## config.mk

```make
export PLATFORM = sky130hd
export DESIGN_NAME = dma_page_extender
export DESIGN_NICKNAME = d
export VERILOG_FILES = /design/src/rtl/dpx_pkg.sv /design/src/rtl/dpx_bank.sv /design/src/rtl/dpx_wr_decode.sv /design/src/rtl/dpx_rd_mux.sv /design/src/rtl/dpx_addr_form.sv /design/src/rtl/dma_page_extender.sv
export SDC_FILE = /design/constraint.sdc
export NUM_CORES = 1
export LEC_CHECK = 0
export BUFFER_PORTS_ARGS = -buffer_cell sky130_fd_sc_hd__buf_4
export CAP_MARGIN = 20
export CORE_MARGIN = 1.5
export CORE_UTILIZATION = 45
export DETAILED_ROUTE_END_ITERATION = 16
export PLACE_DENSITY = 0.61
export SYNTH_ARGS = -nofsm -noshare
export SYNTH_HDL_FRONTEND = slang
export SYNTH_SLANG_ARGS = --single-unit
```

## constraint.sdc

```tcl
create_clock -name clk -period 7 [get_ports clk]
set_input_delay 1.4 -clock clk [delete_from_list [all_inputs] [get_ports clk]]
set_output_delay 1.4 -clock clk [all_outputs]
set_load 0.02 [all_outputs]
```

## src/rtl/dpx_pkg.sv

```systemverilog
// Shared definitions for the page register address extender.
// Assumes four channels per controller and an eight-entry page bank.
package dpx_pkg;
    localparam int CHANNELS = 4;

    // Fixed channel-to-page-register map.
    function automatic logic [2:0] chan_page_ofs(input logic [1:0] ch);
        logic [2:0] ofs;
        case (ch)
            2'd0:    ofs = 3'd7;
            2'd1:    ofs = 3'd3;
            2'd2:    ofs = 3'd1;
            default: ofs = 3'd2;
        endcase
        return ofs;
    endfunction
endpackage

```

## src/rtl/dpx_bank.sv

```systemverilog
// Bank of N_PAGE registers of PAGE_W bits each.
// Every entry has its own load and clear strobe; load wins over clear.
// Assumes synchronous active-low reset clears every entry.
module dpx_bank #(
    parameter int N_PAGE = 8,
    parameter int PAGE_W = 8
) (
    input  logic                          clk,
    input  logic                          rst_n,
    input  logic [N_PAGE-1:0]             ld,
    input  logic [N_PAGE-1:0]             clr,
    input  logic [N_PAGE-1:0][PAGE_W-1:0] ld_val,
    output logic [N_PAGE-1:0][PAGE_W-1:0] q
);
    for (genvar i = 0; i < N_PAGE; i++) begin : g_ent
        // Hold, load or clear one entry.
        always_ff @(posedge clk) begin
            if (!rst_n)      q[i] <= '0;
            else if (ld[i])  q[i] <= ld_val[i];
            else if (clr[i]) q[i] <= '0;
        end
    end
endmodule

```

## src/rtl/dpx_wr_decode.sv

```systemverilog
// Turns one write request into per-register load and clear strobes for
// both banks. Word writes to the low bank touch offsets r and r+1 mod
// N_PAGE. Word writes to the high bank produce no strobe.
// Assumes N_PAGE is a power of two so the offset arithmetic wraps.
module dpx_wr_decode #(
    parameter int N_PAGE = 8,
    parameter int PAGE_W = 8,
    localparam int OFS_W = $clog2(N_PAGE)
) (
    input  logic                          wr_en,
    input  logic                          wr_hi,
    input  logic                          wr_word,
    input  logic [OFS_W-1:0]              wr_ofs,
    input  logic [2*PAGE_W-1:0]           wr_data,
    output logic [N_PAGE-1:0]             lo_ld,
    output logic [N_PAGE-1:0][PAGE_W-1:0] lo_val,
    output logic [N_PAGE-1:0]             hi_ld,
    output logic [N_PAGE-1:0]             hi_clr,
    output logic [N_PAGE-1:0][PAGE_W-1:0] hi_val
);
    logic [OFS_W-1:0] ofs_nxt;
    assign ofs_nxt = wr_ofs + OFS_W'(1);

    // Build the strobes and per-entry data for the addressed registers.
    always_comb begin
        lo_ld  = '0;
        hi_ld  = '0;
        hi_clr = '0;
        lo_val = '0;
        hi_val = '0;
        if (wr_en && !wr_hi) begin
            lo_ld[wr_ofs]  = 1'b1;
            hi_clr[wr_ofs] = 1'b1;
            lo_val[wr_ofs] = wr_data[PAGE_W-1:0];
            if (wr_word) begin
                lo_ld[ofs_nxt]  = 1'b1;
                hi_clr[ofs_nxt] = 1'b1;
                lo_val[ofs_nxt] = wr_data[2*PAGE_W-1:PAGE_W];
            end
        end
        if (wr_en && wr_hi && !wr_word) begin
            hi_ld[wr_ofs]  = 1'b1;
            hi_val[wr_ofs] = wr_data[PAGE_W-1:0];
        end
    end
endmodule

```

## src/rtl/dpx_rd_mux.sv

```systemverilog
// Combinational read port over both banks.
// The high bank answers byte reads only; a word read of it returns zero.
module dpx_rd_mux #(
    parameter int N_PAGE = 8,
    parameter int PAGE_W = 8,
    localparam int OFS_W = $clog2(N_PAGE)
) (
    input  logic [N_PAGE-1:0][PAGE_W-1:0] lo_q,
    input  logic [N_PAGE-1:0][PAGE_W-1:0] hi_q,
    input  logic                          rd_hi,
    input  logic                          rd_word,
    input  logic [OFS_W-1:0]              rd_ofs,
    output logic [2*PAGE_W-1:0]           rd_data
);
    logic [OFS_W-1:0] ofs_nxt;
    assign ofs_nxt = rd_ofs + OFS_W'(1);

    // Select the bank, offset and width of the returned data.
    always_comb begin
        case ({rd_hi, rd_word})
            2'b00:   rd_data = {{PAGE_W{1'b0}}, lo_q[rd_ofs]};
            2'b01:   rd_data = {lo_q[ofs_nxt], lo_q[rd_ofs]};
            2'b10:   rd_data = {{PAGE_W{1'b0}}, hi_q[rd_ofs]};
            default: rd_data = '0;
        endcase
    end
endmodule

```

## src/rtl/dpx_addr_form.sv

```systemverilog
// Forms the physical address for one channel from its page pair and its
// current address. WORD_CTRL=1 selects the 16-bit controller variant:
// the page bit 0 is masked and the current address is shifted left by one.
module dpx_addr_form #(
    parameter int N_PAGE    = 8,
    parameter int PAGE_W    = 8,
    parameter int CUR_W     = 16,
    parameter bit WORD_CTRL = 1'b0,
    localparam int PHYS_W   = 2*PAGE_W + CUR_W
) (
    input  logic [N_PAGE-1:0][PAGE_W-1:0] lo_q,
    input  logic [N_PAGE-1:0][PAGE_W-1:0] hi_q,
    input  logic [1:0]                    ch_idx,
    input  logic [CUR_W-1:0]              cur_addr,
    output logic [PHYS_W-1:0]             phys_addr
);
    import dpx_pkg::*;

    logic [2:0]        sel;
    logic [PAGE_W-1:0] lo_pg;
    logic [PHYS_W-1:0] cur_ext;

    assign sel     = chan_page_ofs(ch_idx);
    assign cur_ext = PHYS_W'(cur_addr);

    if (WORD_CTRL) begin : g_word
        // Word controller: mask page bit 0, shift word address left by one.
        always_comb begin
            lo_pg     = {lo_q[sel][PAGE_W-1:1], 1'b0};
            phys_addr = {hi_q[sel], lo_pg, {CUR_W{1'b0}}} | (cur_ext << 1);
        end
    end else begin : g_byte
        // Byte controller: pages and address are used as they stand.
        always_comb begin
            lo_pg     = lo_q[sel];
            phys_addr = {hi_q[sel], lo_pg, {CUR_W{1'b0}}} | cur_ext;
        end
    end
endmodule

```

## src/rtl/dma_page_extender.sv

```systemverilog
// Page register address extender for one DMA controller.
// Holds a low and a high page bank, decodes writes, serves reads and
// forms the physical address of the selected channel.
// Assumes eight page registers, as the channel map requires.
module dma_page_extender #(
    parameter int N_PAGE    = 8,
    parameter int PAGE_W    = 8,
    parameter int CUR_W     = 16,
    parameter bit WORD_CTRL = 1'b0,
    localparam int OFS_W    = $clog2(N_PAGE),
    localparam int PHYS_W   = 2*PAGE_W + CUR_W
) (
    input  logic                clk,
    input  logic                rst_n,
    input  logic                wr_en,
    input  logic                wr_hi,
    input  logic                wr_word,
    input  logic [OFS_W-1:0]    wr_ofs,
    input  logic [2*PAGE_W-1:0] wr_data,
    input  logic                rd_hi,
    input  logic                rd_word,
    input  logic [OFS_W-1:0]    rd_ofs,
    output logic [2*PAGE_W-1:0] rd_data,
    input  logic [1:0]          ch_idx,
    input  logic [CUR_W-1:0]    cur_addr,
    output logic [PHYS_W-1:0]   phys_addr
);
    logic [N_PAGE-1:0]             lo_ld, hi_ld, hi_clr;
    logic [N_PAGE-1:0][PAGE_W-1:0] lo_val, hi_val;
    logic [N_PAGE-1:0][PAGE_W-1:0] lo_q, hi_q;

    dpx_wr_decode #(.N_PAGE(N_PAGE), .PAGE_W(PAGE_W)) u_dec (
        .wr_en   (wr_en),
        .wr_hi   (wr_hi),
        .wr_word (wr_word),
        .wr_ofs  (wr_ofs),
        .wr_data (wr_data),
        .lo_ld   (lo_ld),
        .lo_val  (lo_val),
        .hi_ld   (hi_ld),
        .hi_clr  (hi_clr),
        .hi_val  (hi_val)
    );

    dpx_bank #(.N_PAGE(N_PAGE), .PAGE_W(PAGE_W)) u_lo (
        .clk    (clk),
        .rst_n  (rst_n),
        .ld     (lo_ld),
        .clr    ('0),
        .ld_val (lo_val),
        .q      (lo_q)
    );

    dpx_bank #(.N_PAGE(N_PAGE), .PAGE_W(PAGE_W)) u_hi (
        .clk    (clk),
        .rst_n  (rst_n),
        .ld     (hi_ld),
        .clr    (hi_clr),
        .ld_val (hi_val),
        .q      (hi_q)
    );

    dpx_rd_mux #(.N_PAGE(N_PAGE), .PAGE_W(PAGE_W)) u_rd (
        .lo_q    (lo_q),
        .hi_q    (hi_q),
        .rd_hi   (rd_hi),
        .rd_word (rd_word),
        .rd_ofs  (rd_ofs),
        .rd_data (rd_data)
    );

    dpx_addr_form #(
        .N_PAGE(N_PAGE), .PAGE_W(PAGE_W), .CUR_W(CUR_W), .WORD_CTRL(WORD_CTRL)
    ) u_addr (
        .lo_q      (lo_q),
        .hi_q      (hi_q),
        .ch_idx    (ch_idx),
        .cur_addr  (cur_addr),
        .phys_addr (phys_addr)
    );
endmodule

```

Word-level counts from Yosys, hierarchy flattened --
Index checks and enable logic that the tools add are counted.
Storage, ports and cells: bits in latches 0, bits in registers 128, memory bits (writable) 0, bits in read-only memories 0, output and inout bits 48, memories 0
Cells by class: reductions and logical operators 17, shift-type cells 0, $lt $le $gt $ge 7, multipliers 0, equal/unequal tests 4, $add $sub $neg 2, muxes and demuxes 43, divide/modulo/power cells 0, bitwise gates (word level) 3
Operators with widths (count):
- $mux W8 | 26
- $mux W64 | 3
- $bmux W8 S3 | 5
- $and A64 B64 Y64 | 1
- $bwmux W64 | 1
- $demux W8 S3 | 2
- $pmux W16 S3 | 1
- $or A32 B16 Y32 | 1
- $lt A3 B4 Y1 const B | 5
- $reduce_bool A2 Y1 | 8
- $pmux W3 S3 | 1
- $or A8 B8 Y8 | 1
- $add A3 B1 Y3 const B | 2
- $demux W1 S3 | 2
- $ge A3 B1 Y1 const B | 2
- $logic_and A1 B1 Y1 | 5
- $eq A2 B1 Y1 const B | 2
- $eq A2 B2 Y1 const B | 2
- $logic_not A2 Y1 | 2
- $logic_not A1 Y1 | 2
- $mux W1 | 2

Depth between registers and ports, before layout --
word-level depth 10, gate-level depth with buffers 8, depth with buffers taken out 5

By module --
From an unflattened synthesis, not the netlist that was laid out.
Unflattened totals: cells, all modules 1052, area, all modules 9581.7 µm²
Modules (own cells, without submodules):
- dpx_bank | seq. area each 1281.2 µm², times used 2, cells an instance 280, area each 2695.1 µm²
- dpx_wr_decode | seq. area each 0.0 µm², times used 1, cells an instance 301, area each 1998.2 µm²
- dpx_rd_mux | seq. area each 0.0 µm², times used 1, cells an instance 154, area each 1641.6 µm²
- dpx_addr_form | seq. area each 0.0 µm², times used 1, cells an instance 36, area each 548.0 µm²
- dma_page_extender | seq. area each 0.0 µm², times used 1, cells an instance 1, area each 3.8 µm²

Worst setup path before layout --
OpenSTA, ideal clock, no wires.
path kind input to output, start in rd_ofs[1], end out rd_data[6], cell stages on the path 5, data arrival time 2883 ps, required time 5600 ps, path buffers 2, setup slack 2717 ps, path through buf_2 buf_4 mux4_2 and3_1 a221o_1
On the way: cells in the longest elaborated chain, start to end 3, elaborated cells on any way between the ends 5, those cells by class 5 x mux
Ends and longest elaborated chain:
- start: declaration | line dma_page_extender.sv:22 | input logic [OFS_W-1:0] rd_ofs,
- $bmux W8 S3 (on tied branches) | line dpx_rd_mux.sv:23, dpx_rd_mux.sv:21, dpx_rd_mux.sv:22
- $mux W8 (on tied branches) | line dpx_rd_mux.sv:23, dpx_rd_mux.sv:21, dpx_rd_mux.sv:22
- $pmux W16 S3 * | line dpx_rd_mux.sv:20 | case ({rd_hi, rd_word})
- end: declaration | line dma_page_extender.sv:23 | output logic [2*PAGE_W-1:0] rd_data,
Mark *: on every way between the ends. The rest lies on a longest branch, timed or not. The select of a mux whose other input is x is not followed.

Worst setup path after layout --
start in rd_ofs[0], end out rd_data[4]
Same word-level chain as after synthesis.

==> results.sh <==
export IMPL_cp_max_fo=64
export IMPL_post_cts_buffers=0
export IMPL_drive_above_1_share=0.198
export IMPL_crit_arrival_ps=3630
export IMPL_synth_cell_types=53
export IMPL_diodes=0
export IMPL_vias=7156
export IMPL_io_buffers=62
export IMPL_viasPerCell=6.95
export IMPL_grt_max_degree=72
export IMPL_dpl_cell_count=999
export IMPL_clockRootBuffer="clkbuf_16"
export IMPL_ioPinCount=95
export IMPL_hpwl_mm=19.0
export IMPL_worstMarginPinSlew_ps=1080
export IMPL_fin_cells=1030
export IMPL_die_area_um2=18200
export IMPL_clock_sinks=128
export IMPL_rsz0062_at_grt="no"
export IMPL_hold_violations=0
export IMPL_netlist_instances=819
export IMPL_dp_slack_ps=2050
export IMPL_max_freq_mhz=199
export IMPL_period_minus_slack_ps=5030
export IMPL_hold_class="register to register"
export IMPL_antenna_left=0
export IMPL_core_um2=16800
export IMPL_reg2reg_to="u_lo.q[59]"
export IMPL_endpoint_kind="primary output"
export IMPL_critPathBufInv=3
export IMPL_synth_main_ff_cell="dfxtp_1"
export IMPL_cp_slowest_stage_delay_ps=770
export IMPL_wl_per_cell_um=25.7
export IMPL_power_uw=1890
export IMPL_syn_nets=868
export IMPL_nets=847
export IMPL_period_share=0.719
export IMPL_yosys_warnings=0
export IMPL_dr_pass1_iters=6
export IMPL_cpLargestDelayFamily="buffers and inverters"
export IMPL_track_usage=0.296
export IMPL_post_cts_resized_instances=0
export IMPL_status="complete, no violations"
export IMPL_htree_levels=4
export IMPL_startpoint="rd_ofs[0]"
export IMPL_clock_path_buffers=2
export IMPL_slew_headroom=0.277
export IMPL_gp_congestion=0.887
export IMPL_ff2ff_path_depth=2
export IMPL_fp_dieH_um=135
export IMPL_synth_avg_cell_area_um2=9.54
export IMPL_cts_buffers=17
export IMPL_hp_start="u_lo.q[53]"
export IMPL_worst_ep_required_time_ps=5600
export IMPL_slew_viol_final=0
export IMPL_grt_ovfl_total=0
export IMPL_cts_hold_buffers_added=0
export IMPL_drt_iter0_markers=818
export IMPL_setup_viol=0
export IMPL_cp_slowest_cell="buf_4"
export IMPL_cp_depth=7
export IMPL_skew_ps=0
export IMPL_r2r_slack_ps=6160
export IMPL_worstSetupPathType="input pin to primary output"
export IMPL_worst_slack_ps=1970
export IMPL_leakage_uw=0.00313
export IMPL_ys_seq_elements=128
export IMPL_worstSkewPairLatency_ps=420
export IMPL_drc=0
export IMPL_path_cells="buf_4 > buf_4 > mux2i_1 > a22oi_1 > a21o_1 > a221o_1 > buf_4"
export IMPL_setup_tns_ps=0
export IMPL_power_density_nw_per_um2=219
export IMPL_totalWireLength_mm=26.4
export IMPL_ir_drop_mv=0.112
export IMPL_die_w_um=135
export IMPL_start_util=0.466
export IMPL_crit_path_frequent_cell="buf_4"
export IMPL_fp_row_count=47
export IMPL_grt_pass1_wl_mm=40.2
export IMPL_ys_seq_area_frac=0.328
export IMPL_clkSlewWorstSetupHoldPaths_ps=60
export IMPL_synth_edf_count=0
export IMPL_postSynth_asyncResetShare=0
export IMPL_maxCapViolCount=0
export IMPL_cp_endpoint="rd_data[4]"
export IMPL_grt_pass1_vias=6678
export IMPL_netlist_area_um2=7810
export IMPL_timing_critical_path_from_type="input pin"
export IMPL_antenna_found_initial=0
export IMPL_area_growth_pct=10.6
export IMPL_cts_tree="yes"
export IMPL_rr_startpoint="u_lo.q[59]"
==> layout by cell type, fill, tap and decap left out, types with 5 or more instances in the layout <==
| master | count |
|---|---|
| dfxtp_1 | 128 |
| nand2_1 | 96 |
| buf_4 | 65 |
| mux2i_1 | 56 |
| mux4_2 | 48 |
| o22ai_1 | 48 |
| nand3_1 | 42 |
| a22oi_1 | 32 |
| nor2_1 | 25 |
| o2bb2ai_1 | 24 |
| o21ai_1 | 23 |
| clkbuf_16 | 17 |
| and3_1 | 16 |
| o211ai_1 | 16 |
| a32o_1 | 16 |
| a21oi_1 | 13 |
| o21ai_0 | 11 |
| inv_1 | 9 |
| and4_1 | 9 |
| a221oi_1 | 8 |
| a21o_1 | 8 |
| a221o_1 | 8 |
| o32ai_1 | 8 |
| a22o_1 | 8 |
| a211oi_1 | 8 |
| nand2b_1 | 6 |
| and3b_1 | 5 |
| o21a_1 | 5 |
==> cell type report <==
| cell class | count | area, um2 |
|---|---|---|
| Inverter | 9 | 33.8 |
| Fill cell | 1538 | 8120 |
| Sequential cell | 128 | 2560 |
| Clock inverter | 13 | 165 |
| Multi-Input combinational cell | 577 | 4680 |
| Timing Repair Buffer | 65 | 488 |
| Tap cell | 220 | 275 |
| Clock buffer | 18 | 439 |
==> kinds of logic after synthesis <==
family | synth area share
multiplexers | 0.210
XOR/XNOR | 0.00449
AND/OR/NAND/NOR | 0.150
buffers and inverters | 0.0745
adder cells (fa/ha/maj) | 0.00320
flip-flops | 0.328
AO/OA/AOI/OAI | 0.230
==> how the worst min path moves through the flow <==
stage                  to  slack (ps)  depth (start not counted)
4_1_cts        u_lo.q[53]         470                          2
3_5_place_dp   u_lo.q[55]         460                          2
3_3_place_gp   u_lo.q[54]         460                          2
2_1_floorplan  u_lo.q[48]         440                          2
6_report       u_lo.q[53]         470                          2
5_1_grt         u_hi.q[6]         490                          2
==> worst register-to-register path, cell delays in order (launching register included) <==
cell     delay, ps
dfxtp_1        530
nand2_1        110
o21ai_1        130
==> where the power goes <==
group | internal (uW) | leakage [uW] | total (uW) | switching, uW
Clock | 567 | 0.000284 | 908 | 341
Combinational | 80.7 | 0.00181 | 241 | 160
Sequential | 736 | 0.00103 | 743 | 7.07
==> Yosys cell counts, types with 2 or more instances <==
library cell,count,share of area
nand3_1,42,0.027
nand2_1,96,0.046
mux4_2,48,0.14
a22oi_1,32,0.031
o21a_1,5,0.0048
o2bb2ai_1,24,0.027
buf_2,36,0.023
buf_6,5,0.0072
o21ai_0,11,0.0070
xor2_1,2,0.0022
buf_1,6,0.0029
a21oi_1,13,0.0083
o21ai_2,3,0.0034
inv_1,9,0.0043
a221o_1,8,0.010
a221oi_1,8,0.0090
xnor2_1,2,0.0022
ha_1,2,0.0032
and2_1,4,0.0032
clkbuf_1,39,0.019
and3b_1,5,0.0056
o211ai_1,16,0.015
a21o_1,8,0.0077
dfxtp_1,128,0.33
o22ai_1,48,0.038
nor3_2,3,0.0038
o32ai_1,8,0.0090
a32o_1,16,0.020
and3_1,16,0.013
buf_4,19,0.018
o21ai_1,23,0.015
nor4_4,2,0.0054
nor2b_1,4,0.0032
and4_1,9,0.010
a211oi_1,8,0.0077
nor2_1,25,0.012
mux2i_1,56,0.072
nand2b_1,6,0.0048
or2_1,2,0.0016
nor3b_4,2,0.0048
a22o_1,8,0.0090
==> registers in the layout (all words and copies together) (netlist names) <==
signal and cells:
u_hi.q 64, u_lo.q 64
==> stage by stage <==
step,util,hold WS [ps],area (um2)
CTS,0.515,467,8640
global route,0.515,487,8640
global placement,0.479,456,8040
floorplan,-,438,7810
finish,0.515,469,8640
detailed placement,0.479,458,8040
==> metal layers <==
metal / global-route usage / up-vias / share of wire
li1: - / 3107 / -
met1: 0.426 / 3525 / 0.42
met2: 0.428 / 464 / 0.43
met3: 0.0631 / 60 / 0.11
met4: 0.129 / 0 / 0.032
met5: 0 / - / 0
(Power assumes the default switching activity.)
